`src/rtl/widereg_pkg.sv`:
```
package widereg_pkg;
  typedef enum logic [1:0] {
    SZ_BYTE = 2'b00,
    SZ_WORD = 2'b01,
    SZ_ADDR = 2'b10,
    SZ_SXTB = 2'b11
  } wr_size_e;

  localparam int unsigned PC_IDX = 0;
  localparam int unsigned SR_IDX = 2;
  localparam int unsigned CG_IDX = 3;
endpackage

```
`src/rtl/widereg_fmt.sv`:
```
module widereg_fmt #(
  parameter int unsigned DW = 20
) (
  input  logic [1:0]    size,
  input  logic [DW-1:0] din,
  output logic [DW-1:0] dout
);
  import widereg_pkg::*;

  always_comb begin
    case (wr_size_e'(size))
      SZ_BYTE: dout = {{(DW-8){1'b0}}, din[7:0]};
      SZ_WORD: dout = {{(DW-16){1'b0}}, din[15:0]};
      SZ_ADDR: dout = din;
      default: dout = {{(DW-8){din[7]}}, din[7:0]};
    endcase
  end
endmodule

```
`src/rtl/widereg_cell.sv`:
```
module widereg_cell #(
  parameter int unsigned W = 20
) (
  input  logic         clk,
  input  logic         rst_n,
  input  logic         ld,
  input  logic [W-1:0] d,
  output logic [W-1:0] q
);
  always_ff @(posedge clk or negedge rst_n) begin
    if (!rst_n)  q <= '0;
    else if (ld) q <= d;
  end
endmodule

```
`src/rtl/widereg_rdport.sv`:
```
module widereg_rdport #(
  parameter int unsigned DW   = 20,
  parameter int unsigned NREG = 16,
  parameter int unsigned AW   = 4,
  parameter logic [4*DW-1:0] CG1_K = '0,
  parameter logic [4*DW-1:0] CG2_K = '0
) (
  input  logic [NREG-1:0][DW-1:0] bank,
  input  logic [AW-1:0]           addr,
  input  logic [1:0]              mode,
  output logic [DW-1:0]           data
);
  import widereg_pkg::*;

  always_comb begin
    data = bank[addr];
    if (addr == AW'(SR_IDX) && mode != 2'b00)
      data = CG1_K[int'(mode)*DW +: DW];
    if (addr == AW'(CG_IDX))
      data = CG2_K[int'(mode)*DW +: DW];
  end
endmodule

```
`src/rtl/widereg_file.sv`:
```
module widereg_file #(
  parameter int unsigned DW      = 20,
  parameter int unsigned SRW     = 16,
  parameter int unsigned NREG    = 16,
  parameter int unsigned PCSTEPW = 4,
  parameter logic [4*DW-1:0] CG1_K = {20'h00008, 20'h00004, 20'h00000, 20'h00000},
  parameter logic [4*DW-1:0] CG2_K = {20'hFFFFF, 20'h00002, 20'h00001, 20'h00000},
  localparam int unsigned AW = $clog2(NREG)
) (
  input  logic               clk,
  input  logic               rst_n,
  input  logic               wr_en,
  input  logic [AW-1:0]      wr_addr,
  input  logic [1:0]         wr_size,
  input  logic [DW-1:0]      wr_data,
  input  logic               pc_adv_en,
  input  logic [PCSTEPW-1:0] pc_adv_bytes,
  input  logic [AW-1:0]      rd0_addr,
  input  logic [1:0]         rd0_mode,
  output logic [DW-1:0]      rd0_data,
  input  logic [AW-1:0]      rd1_addr,
  input  logic [1:0]         rd1_mode,
  output logic [DW-1:0]      rd1_data,
  output logic [DW-1:0]      pc_value
);
  import widereg_pkg::*;

  logic [1:0]               rst_sync_q;
  logic                     rst_int_n;
  logic [DW-1:0]            wr_val;
  logic [NREG-1:0]          ld;
  logic [NREG-1:0][DW-1:0]  nxt;
  logic [NREG-1:0][DW-1:0]  bank;
  logic [DW-1:0]            pc_step;

  // reset: asserted at once, released on the second clock edge
  always_ff @(posedge clk or negedge rst_n) begin
    if (!rst_n) rst_sync_q <= 2'b00;
    else        rst_sync_q <= {rst_sync_q[0], 1'b1};
  end
  assign rst_int_n = rst_sync_q[1];

  widereg_fmt #(.DW(DW)) u_fmt (
    .size (wr_size),
    .din  (wr_data),
    .dout (wr_val)
  );

  assign pc_step = bank[PC_IDX] + DW'(pc_adv_bytes);

  // next-state: per-entry load enable and value
  always_comb begin
    for (int i = 0; i < NREG; i++) begin
      ld[i]  = wr_en && (wr_addr == AW'(i));
      nxt[i] = wr_val;
    end
    if (!ld[PC_IDX] && pc_adv_en) begin
      ld[PC_IDX]  = 1'b1;
      nxt[PC_IDX] = pc_step;
    end
  end

  for (genvar g = 0; g < NREG; g++) begin : g_reg
    if (g == CG_IDX) begin : g_const
      assign bank[g] = '0;
    end else if (g == SR_IDX) begin : g_status
      logic [SRW-1:0] sr_q;
      widereg_cell #(.W(SRW)) u_cell (
        .clk   (clk),
        .rst_n (rst_int_n),
        .ld    (ld[g]),
        .d     (nxt[g][SRW-1:0]),
        .q     (sr_q)
      );
      assign bank[g] = {{(DW-SRW){1'b0}}, sr_q};
    end else begin : g_full
      widereg_cell #(.W(DW)) u_cell (
        .clk   (clk),
        .rst_n (rst_int_n),
        .ld    (ld[g]),
        .d     (nxt[g]),
        .q     (bank[g])
      );
    end
  end

  widereg_rdport #(.DW(DW), .NREG(NREG), .AW(AW), .CG1_K(CG1_K), .CG2_K(CG2_K)) u_rd0 (
    .bank (bank),
    .addr (rd0_addr),
    .mode (rd0_mode),
    .data (rd0_data)
  );

  widereg_rdport #(.DW(DW), .NREG(NREG), .AW(AW), .CG1_K(CG1_K), .CG2_K(CG2_K)) u_rd1 (
    .bank (bank),
    .addr (rd1_addr),
    .mode (rd1_mode),
    .data (rd1_data)
  );

  assign pc_value = bank[PC_IDX];
endmodule

```
`config.mk`:
```
export PLATFORM = sky130hd
export DESIGN_NAME = widereg_file
export DESIGN_NICKNAME = d
export VERILOG_FILES = /design/src/rtl/widereg_pkg.sv /design/src/rtl/widereg_fmt.sv /design/src/rtl/widereg_cell.sv /design/src/rtl/widereg_rdport.sv /design/src/rtl/widereg_file.sv
export SDC_FILE = /design/constraint.sdc
export NUM_CORES = 1
export LEC_CHECK = 0
export BUFFER_PORTS_ARGS = -buffer_cell sky130_fd_sc_hd__buf_4
export CORE_ASPECT_RATIO = 1.4
export CORE_UTILIZATION = 60
export CTS_CLUSTER_DIAMETER = 120
export DETAILED_ROUTE_END_ITERATION = 7
export PLACE_DENSITY = 0.75
export SYNTH_ARGS = -nofsm -noshare
export SYNTH_HDL_FRONTEND = slang
export SYNTH_SLANG_ARGS = --single-unit
```
`constraint.sdc`:
```
create_clock -name clk -period 12.8 [get_ports clk]
set_input_delay 1.28 -clock clk [delete_from_list [all_inputs] [get_ports clk]]
set_output_delay 1.28 -clock clk [all_outputs]
set_load 0.02 [all_outputs]
```
After elaboration in Yosys (flattened, before gate mapping) --
Cells that the tools add are included.
Storage, ports and cells: bits in registers 298, bits in latches 0, RAM bits 0, bits in read-only memories 0, word-level logic and storage cells 79, memories kept 0
Operators by class: add/subtract/negate cells 1, $mul 2, divide/modulo/power cells 0, order comparisons 2, equal/unequal tests 20, shift-type cells 4, mux-type cells 11, bitwise operators 0, reduce and logical (&&, ||, !) cells 23
Operators by type and width (number):
- $shiftx A80 B8 Y20 const A | 4
- $bmux W20 S4 | 2
- $mux W20 | 7
- $pmux W20 S3 | 1
- $eq A4 B4 Y1 const B | 8
- $add A20 B4 Y20 | 1
- $eq A4 B2 Y1 const B | 5
- $logic_and A1 B1 Y1 | 18
- $eq A4 B3 Y1 const B | 4
- $lt A4 B5 Y1 const B | 2
- $mul A2 B3 Y5 const B | 2
- $eq A4 B1 Y1 const B | 1
- $logic_not A4 Y1 | 1
- $reduce_bool A2 Y1 | 2
- $eq A2 B1 Y1 const B | 1
- $eq A2 B2 Y1 const B | 1
- $logic_not A2 Y1 | 1
- $logic_not A1 Y1 | 1
- $mux W1 | 1

Depth between registers and ports, before layout --
Gate-level depths: netlist of run 1.
word-level depth 5, gate-level depth with buffers 8, depth with buffers taken out 7

Hierarchy --
Synthesis of run 1 repeated with hierarchy kept, for this count alone.
Unflattened totals: cells, all modules 1237, area total of the unflattened synthesis 18714.2 um^2
By module, submodules not included:
- widereg_cell (g_reg[0].g_full.u_cell ...) | times used 14, cells an instance 42, area an instance 823.3 um^2, seq. area each 500.5 um^2
- widereg_rdport | times used 2, cells an instance 213, area an instance 2640.0 um^2, seq. area each 0.0 um^2
- widereg_file | times used 1, cells an instance 152, area an instance 934.6 um^2, seq. area each 50.0 um^2
- widereg_cell (g_reg[2].g_status.u_cell) | times used 1, cells an instance 34, area an instance 649.4 um^2, seq. area each 400.4 um^2
- widereg_fmt | times used 1, cells an instance 37, area an instance 324.1 um^2, seq. area each 0.0 um^2

Least setup slack after synthesis of run 1 --
OpenSTA, ideal clock, no wires.
path kind in2out, from input port rd0_addr[0], to output port rd0_data[10], arrival time 2.965 ns, required time 11.520 ns, slack 8.555 ns, stages 6, buffers on the path 3, cells stage by stage buf_2 buf_4 nor2b_1 buf_2 a211oi_1 o311ai_0
On the way: cells in the longest elaborated chain, start to end 4, elaborated cells on any way between the ends 7, classes of those cells eq/ne (2); mux (4); reduce/logical (1)
Ends and longest elaborated chain:
- start, declared | RTL line widereg_file.sv:18 | input logic [AW-1:0] rd0_addr,
- $bmux W20 S4 or $eq A4 B2 Y1 (tied branches) | RTL line widereg_rdport.sv:16, widereg_rdport.sv:17
- $mux W20 (not written as such) or $logic_and A1 B1 Y1 (tied branches) | RTL line widereg_rdport.sv:16, widereg_rdport.sv:17
- $mux W20 | RTL line widereg_rdport.sv:17 | if (addr == AW'(SR_IDX) && mode != 2'b00)
- $mux W20 * | RTL line widereg_rdport.sv:19 | if (addr == AW'(CG_IDX))
- end, declared | RTL line widereg_file.sv:20 | output logic [DW-1:0] rd0_data,
Every way passes the cells marked *; elsewhere a longest branch is shown, timed or not. The select of a mux whose other input is x is not followed.

Final worst setup path of run 1 --
from input port rd0_addr[1], to output port rd0_data[6]
Same word-level chain as after synthesis.

==> results of run 1 <==
[area by class of cell]
| cell class | count | area [um2] |
|---|---|---|
| Timing Repair Buffer | 130 | 975.9 |
| Tap cell | 370 | 462.9 |
| Sequential cell | 298 | 7461 |
| Inverter | 27 | 101.3 |
| Fill cell | 2139 | 9050 |
| Clock buffer | 43 | 900.9 |
| Clock inverter | 9 | 176.4 |
| Multi-Input combinational cell | 1153 | 8528 |
[worst max-delay path: stages]
cell	delay (ns)
buf_4	0.54
nor3b_1	0.49
nand4_1	0.94
o311ai_0	0.59
buf_4	0.26
[metrics by stage]
step                hold WS (ns)  power [mW]  util (%)  instances  worst slack [ns]
floorplan                 0.3312       1.859         -       1638             3.880
global placement          0.1856       2.073     63.38       1978             7.518
detailed placement        0.1942       2.110     63.38       1978             7.501
CTS                       0.2001       3.065     67.28       2030             7.495
global route              0.2134       3.204     67.28       2030             7.237
finish                    0.1915       3.076     67.28       2030             7.388
[where the power goes]
| part | switching [mW] | total (mW) | internal, mW |
|---|---|---|---|
| registers | 0.202 | 1.34 | 1.13 |
| logic | 0.403 | 0.778 | 0.376 |
| clock network | 0.375 | 0.961 | 0.585 |
[kinds of logic after synthesis]
group,Yosys count,share of synthesized area (%)
DFF,298,44.20
xor gates and xnor gates,5,0.2596
adders and majority gates,5,0.4154
and+or+nand+nor,570,14.02
AOI/OAI and AO/OA,337,12.27
muxes,235,23.41
other,1,0.02223
buffers and inverters,187,5.399
[layout by cell type (no fill, tap or decap), drive strengths merged, types with 5 or more instances in the layout]
| cell | count |
|---|---|
| o31a | 15 |
| a21oi | 11 |
| o22ai | 14 |
| and3 | 5 |
| o311ai | 16 |
| a22oi | 13 |
| o21ai | 195 |
| mux2 | 66 |
| nand3 | 21 |
| nand2 | 444 |
| and2 | 5 |
| nor2b | 10 |
| mux2i | 48 |
| o221ai | 15 |
| clkbuf | 43 |
| o21a | 6 |
| nand2b | 10 |
| buf | 130 |
| mux4 | 121 |
| nor2 | 38 |
| nor3 | 6 |
| bufinv | 5 |
| inv | 27 |
| a211oi | 14 |
| dfrtp | 298 |
| o211ai | 16 |
| nor4 | 5 |
[flip-flops by register name (all words and copies together) (netlist names)]
signal / count
rst_sync_q: 2
g.g_full.u_cell.q: 280
g.g_status.u_cell.q: 16
[how the worst min path moves through the flow]
stage                  start                            to
2_1_floorplan  rst_sync_q[0]                 rst_sync_q[1]
3_3_place_gp   rst_sync_q[1]  g_reg[10].g_full.u_cell.q[1]
3_5_place_dp   rst_sync_q[1]  g_reg[10].g_full.u_cell.q[1]
4_1_cts        rst_sync_q[1]  g_reg[10].g_full.u_cell.q[1]
5_1_grt        rst_sync_q[1]   g_reg[5].g_full.u_cell.q[1]
6_report       rst_sync_q[1]   g_reg[5].g_full.u_cell.q[1]
[synth_stat cells (all sizes together), types with 3 or more instances]
library cell / number
mux4: 121
nand2b: 10
o22ai: 14
nor4: 5
o31ai: 4
or3: 4
o21ai: 195
xnor2: 4
nor3b: 3
o221ai: 15
mux2i: 48
a22oi: 13
dfrtp: 298
a211oi: 14
and3: 5
a21oi: 11
nor2: 38
nor2b: 10
nand3: 21
o311ai: 16
and4: 3
mux2: 66
and2: 5
clkbuf: 89
nor3: 6
a31oi: 4
nand3b: 3
inv: 26
o21a: 6
nand2: 444
or2: 4
ha: 4
o211ai: 16
nand4: 4
o2111ai: 3
buf: 71
o31a: 15
[routing by layer]
metal / global-route usage, % / up-vias / share of wire, %
met3: 8.224 / 271 / 9.1
met2: 61.93 / 779 / 49
met4: 28.99 / 0 / 8.1
li1: - / 5863 / -
met5: 0 / - / 0
met1: 46.51 / 6792 / 34
==> flow_metrics.py, run 1 <==
metrics = {
    "outcome": {
        "run_status": "finished clean",
    },
    "floorplanning": {
        "floorplan.initialDensity_pct": 61.00,
        "floorplan.die_area_um2": 28800,
        "fp.coreArea_um2": 27660,
        "floorplan.die.width_um": 143.7,
        "top_level_ports": 106,
        "floorplan_die_height_um": 200.4,
        "placementRows": 72,
    },
    "drt": {
        "drt-vias-per-instance": 6.751,
        "total_vias_in_the_final_route": 13710,
        "number_of_routed_nets_with_antenna_violations": 0,
        "route.final.wire_length_um": 53440,
        "detail_route.first_pass.iterations": 6,
        "post-route-drc-count": 0,
        "average_detailed_routed_wire_length_per_instance_um": 26.32,
        "detail_route.iter0.violations": 1077,
    },
    "place": {
        "placement.io_buffers": 105,
        "place.gp.congestion": 0.9113,
        "dpl-instance-area_um2": 17530,
        "detailedPlacementHpwl_um": 33520,
    },
    "clock_network": {
        "cts_tree": "yes",
        "post_cts_hold_buffer_count": 0,
        "clock_insertion_delay_worst_skew_ns": 0.58,
        "cts.repair_timing.setup_buffer_count": 0,
        "cts_max_path_buffers": 3,
        "cts-resized-gates": 0,
        "cts_inserted_buffers": 31,
        "worst_setup_hold_path_clk_slew_ns": 0.06,
        "htree_num_levels": 1,
        "total_clock_sinks": 298,
        "cts_root_buf": "clkbuf_16",
    },
    "cells_and_area": {
        "fin_nets": 1692,
        "area.growth.synth_to_final_pct": 10.29,
        "post_route_cells_drive_above_1_share_pct": 23.01,
        "finalInstanceArea_um2": 18610,
        "num_antenna_cells": 0,
    },
    "synthesis": {
        "synth_top_cells_by_area": "dfrtp_1, mux4_2, nand2_1",
        "post_synth.cell_area_avg_um2": 10.30,
        "yosysSeqAreaShare_pct": 44.20,
        "post_synthesis_cells": 1638,
        "synth_top_area_cell": "dfrtp_1",
        "yosys_warnings": 0,
        "dominantRegCellSynth": "dfrtp_1",
        "synthArstFlopShare_pct": 100.0,
        "yosys_register_bits": 298,
        "synth.cell_area_um2": 16870,
        "synth.net_count": 1689,
        "ys_types": 63,
        "synth_top_cell_area_share_pct": 44.20,
        "synth-edff-count": 0,
    },
    "critical_path": {
        "worst_setup_path_endpoint": "rd0_data[6]",
        "worst_setup_path_startpoint": "rd0_addr[1]",
        "path_max_fanout": 42,
        "reg2reg_slack_ns": 9.75,
        "crit_path_start_kind": "input port",
        "critical_path.endpoint_type": "output pin",
        "critPathRequiredTime_ns": 11.52,
        "worst_ep_arrival_time_ns": 4.13,
        "r2r.worst_path.cells": 3,
        "critical_path_class": "in2out",
        "worst_r2r_startpoint": "rst_sync_q[1]",
        "worstReg2RegEnd": "g_reg[2].g_status.u_cell.q[13]",
    },
    "hold_path": {
        "min_path_type": "reg2async",
    },
    "power": {
        "cellLeakagePower_nw": 8.258,
        "pwr_cell_area_nw_per_um2": 165.3,
        "ir_worst_vdd_v": 0.0001311,
    },
    "sta": {
        "finalMaxSlewViolations": 0,
        "period_share_pct": 42.28,
        "clock.fmax_mhz": 184.8,
        "timing.max_slew.rel_slack_pct": 12.36,
        "grt_setup_unrepaired": "false",
        "period_minus_slack_ns": 5.412,
        "timing_hold_violations_final": 0,
        "finalSetupTns_ns": 0,
        "clock-skew-final_ns": 0.01681,
        "final_setup_violation_count": 0,
        "worstMarginPinSlew_ns": 1.315,
    },
    "flow_run": {
        "maxCapViolCount": 0,
    },
    "global_routing": {
        "grt_pass1_vias": 14320,
        "grt-ovfl-total": 0,
        "groute.usage.overall_pct": 38.99,
        "wire_length_of_the_first_global_routing_pass_um": 82790,
        "largest_net_degree_at_the_start_of_global_routing": 79,
        "grt_antenna_before_repair": 0,
    },
}
Power figures use the tool's default switching activity.
==> inputs of run 2 (changes only) <==
- clock period: 12.8 -> 5.2 ns (I/O delays scaled with it)
==> flow_metrics.py, run 2 (synthesis gave the netlist of run 1 again) <==
metrics = {
    "outcome": {
        "run_status": "finished clean",
    },
    "cells_and_area": {
        "layout_top_registers": "g.g_full.u_cell.q (280), g.g_status.u_cell.q (16), rst_sync_q (2)",
        "post_route_cells_drive_above_1_share_pct": 22.99,
        "top_library_cells_by_usage_in_the_layout_fill_and_taps_aside": "nand2_1, dfrtp_1, o21ai_0, buf_4, mux4_2",
        "largest_register_ffs": 280,
        "sequential_cell_area_um2": 7461,
        "count_of_filler_cells_inserted_in_the_layout": 2103,
        "area.growth.synth_to_final_pct": 10.39,
        "largest_register": "g.g_full.u_cell.q",
        "final_cells": 2041,
        "total_area_of_multi_input_combinational_cells_um2": 8521,
        "layout.cells.most_common": "nand2_1",
        "fin_nets": 1697,
    },
    "clock_network": {
        "cts_root_buf": "clkbuf_16",
        "cts-resized-gates": 0,
        "clock_insertion_delay_worst_skew_ns": 0.57,
        "post_cts_hold_buffer_count": 1,
        "worst_setup_hold_path_clk_slew_ns": 0.06,
        "total_clock_sinks": 298,
        "htree_num_levels": 1,
        "cts_tree": "yes",
        "cts.repair_timing.setup_buffer_count": 0,
        "cts_max_path_buffers": 3,
        "cts_inserted_buffers": 30,
    },
    "global_routing": {
        "grt_antenna_before_repair": 1,
        "grt-ovfl-total": 0,
        "wire_length_of_the_first_global_routing_pass_um": 80280,
        "groute.usage.overall_pct": 37.50,
        "largest_net_degree_at_the_start_of_global_routing": 132,
        "grt_pass1_vias": 13870,
    },
    "sta": {
        "timing_hold_violations_final": 0,
        "period_share_pct": 72.42,
        "finalMaxSlewViolations": 0,
        "whs_ns": 0.2716,
        "timing.max_slew.rel_slack_pct": 17.34,
        "grt_setup_unrepaired": "false",
        "clock-skew-final_ns": 0.008477,
        "worstMarginPinSlew_ns": 1.240,
        "final_setup_violation_count": 0,
        "finalSetupTns_ns": 0,
        "period_minus_slack_ns": 3.766,
        "clock.fmax_mhz": 265.5,
    },
    "critical_path": {
        "critical_path.top_delay_family": "simple AND/OR/NAND/NOR gates",
        "worstReg2RegEnd": "g_reg[0].g_full.u_cell.q[8]",
        "path_max_fanout": 47,
        "critPathRequiredTime_ns": 4.68,
        "crit_top_cell": "buf_4",
        "worst_r2r_startpoint": "g_reg[0].g_full.u_cell.q[0]",
        "critical_path.cell_chain": "buf_4 -> nor3b_1 -> nand4_1 -> a21oi_1 -> a311o_1 -> buf_4",
        "reg2reg_slack_ns": 2.62,
        "peak_per_stage_delay_on_the_critical_path_ns": 0.79,
        "r2r.worst_path.cells": 7,
        "worstPathBufferInverterCount": 2,
        "crit_path_start_kind": "input port",
        "critical_path_class": "in2out",
        "critical_path.endpoint_type": "output pin",
        "worst_ep_arrival_time_ns": 3.25,
        "cpMaxStageDelayCell": "nand4_1",
    },
    "floorplanning": {
        "floorplan_die_height_um": 200.4,
        "placementRows": 72,
        "fp.coreArea_um2": 27660,
        "top_level_ports": 106,
        "floorplan.die_area_um2": 28800,
        "floorplan.die.width_um": 143.7,
        "floorplan.initialDensity_pct": 61.00,
    },
    "place": {
        "placement.io_buffers": 105,
        "detailedPlacementHpwl_um": 32830,
        "numPlacedInstances": 1983,
        "place.gp.congestion": 0.8825,
    },
    "power": {
        "pwr-share-seq_pct": 44.0,
        "cellLeakagePower_nw": 8.274,
        "switchingPower_mw": 2.380,
        "pwr_cell_area_nw_per_um2": 399.5,
        "intPower_mw": 5.061,
        "p_sw_share_pct": 31.98,
        "comb_power_share_pct": 25.5,
        "ir_worst_vdd_v": 0.0002975,
        "power_frac_clock_pct": 30.4,
    },
    "drt": {
        "number_of_routed_nets_with_antenna_violations": 0,
        "total_vias_in_the_final_route": 13590,
        "drt-vias-per-instance": 6.659,
        "average_detailed_routed_wire_length_per_instance_um": 25.18,
        "route.final.wire_length_um": 51400,
        "detail_route.first_pass.iterations": 5,
        "detail_route.iter0.violations": 1189,
        "post-route-drc-count": 0,
    },
    "flow_run": {
        "maxCapViolCount": 0,
    },
    "hold_path": {
        "min_path_type": "in2async",
    },
}
==> run 2: cell type report <==
| class | instances | share of cell area [%] |
|---|---|---|
| inverter | 27 | 0.5442 |
| timing repair buffer | 136 | 5.630 |
| multi-input combinational | 1153 | 45.75 |
| tap | 370 | 2.486 |
| clock buffer | 47 | 4.864 |
| antenna | 1 | 0.01344 |
| clock inverter | 9 | 0.6450 |
| sequential | 298 | 40.06 |
==> run 2: worst max path at each step <==
| stage | from | end | slack (ns) | cells past startpoint |
|---|---|---|---|---|
| 6_report | rd0_addr[1] | rd0_data[19] | 1.43 | 6 |
| 4_1_cts | rd1_addr[0] | rd1_data[19] | 1.46 | 7 |
| 3_3_place_gp | rd1_addr[0] | rd1_data[19] | 1.45 | 7 |
| 3_5_place_dp | rd1_addr[0] | rd1_data[19] | 1.46 | 7 |
| 5_1_grt | rd1_addr[0] | rd1_data[19] | 1.30 | 7 |
| 2_1_floorplan | rst_sync_q[1] | g_reg[0].g_full.u_cell.q[0] | 0.32 | 0 |
==> run 2: metrics by stage <==
step	cell area (um2)	setup WS (ns)	util, %	total power [mW]
global placement	17580	1.449	63.58	5.092
floorplan	16870	0.3213	-	4.574
detailed placement	17580	1.457	63.58	5.185
CTS	18620	1.456	67.33	7.441
global route	18620	1.302	67.34	7.764
finish	18620	1.434	67.34	7.441
==> run 2: power by group through the flow <==
stage          combinational [mW]  sequential [mW]  clock (mW)
6_report                     1.90             3.28        2.26
5_1_grt                      2.07             3.33        2.36
4_1_cts                      1.90             3.26        2.28
3_5_place_dp                 1.88             3.30           0
3_3_place_gp                 1.83             3.26           0
2_1_floorplan                1.44             3.13           0
==> run 2: routing by layer <==
layer / GRT usage, % / vias to the layer above / wire length [um] / part of all wire (%)
met5: 0 / - / 0 / 0
met4: 21.09 / 0 / 3035 / 5.9
met3: 5.546 / 181 / 4181 / 8.1
met2: 62.24 / 725 / 25730 / 50
met1: 46.73 / 6800 / 18450 / 36
li1: - / 5884 / - / -
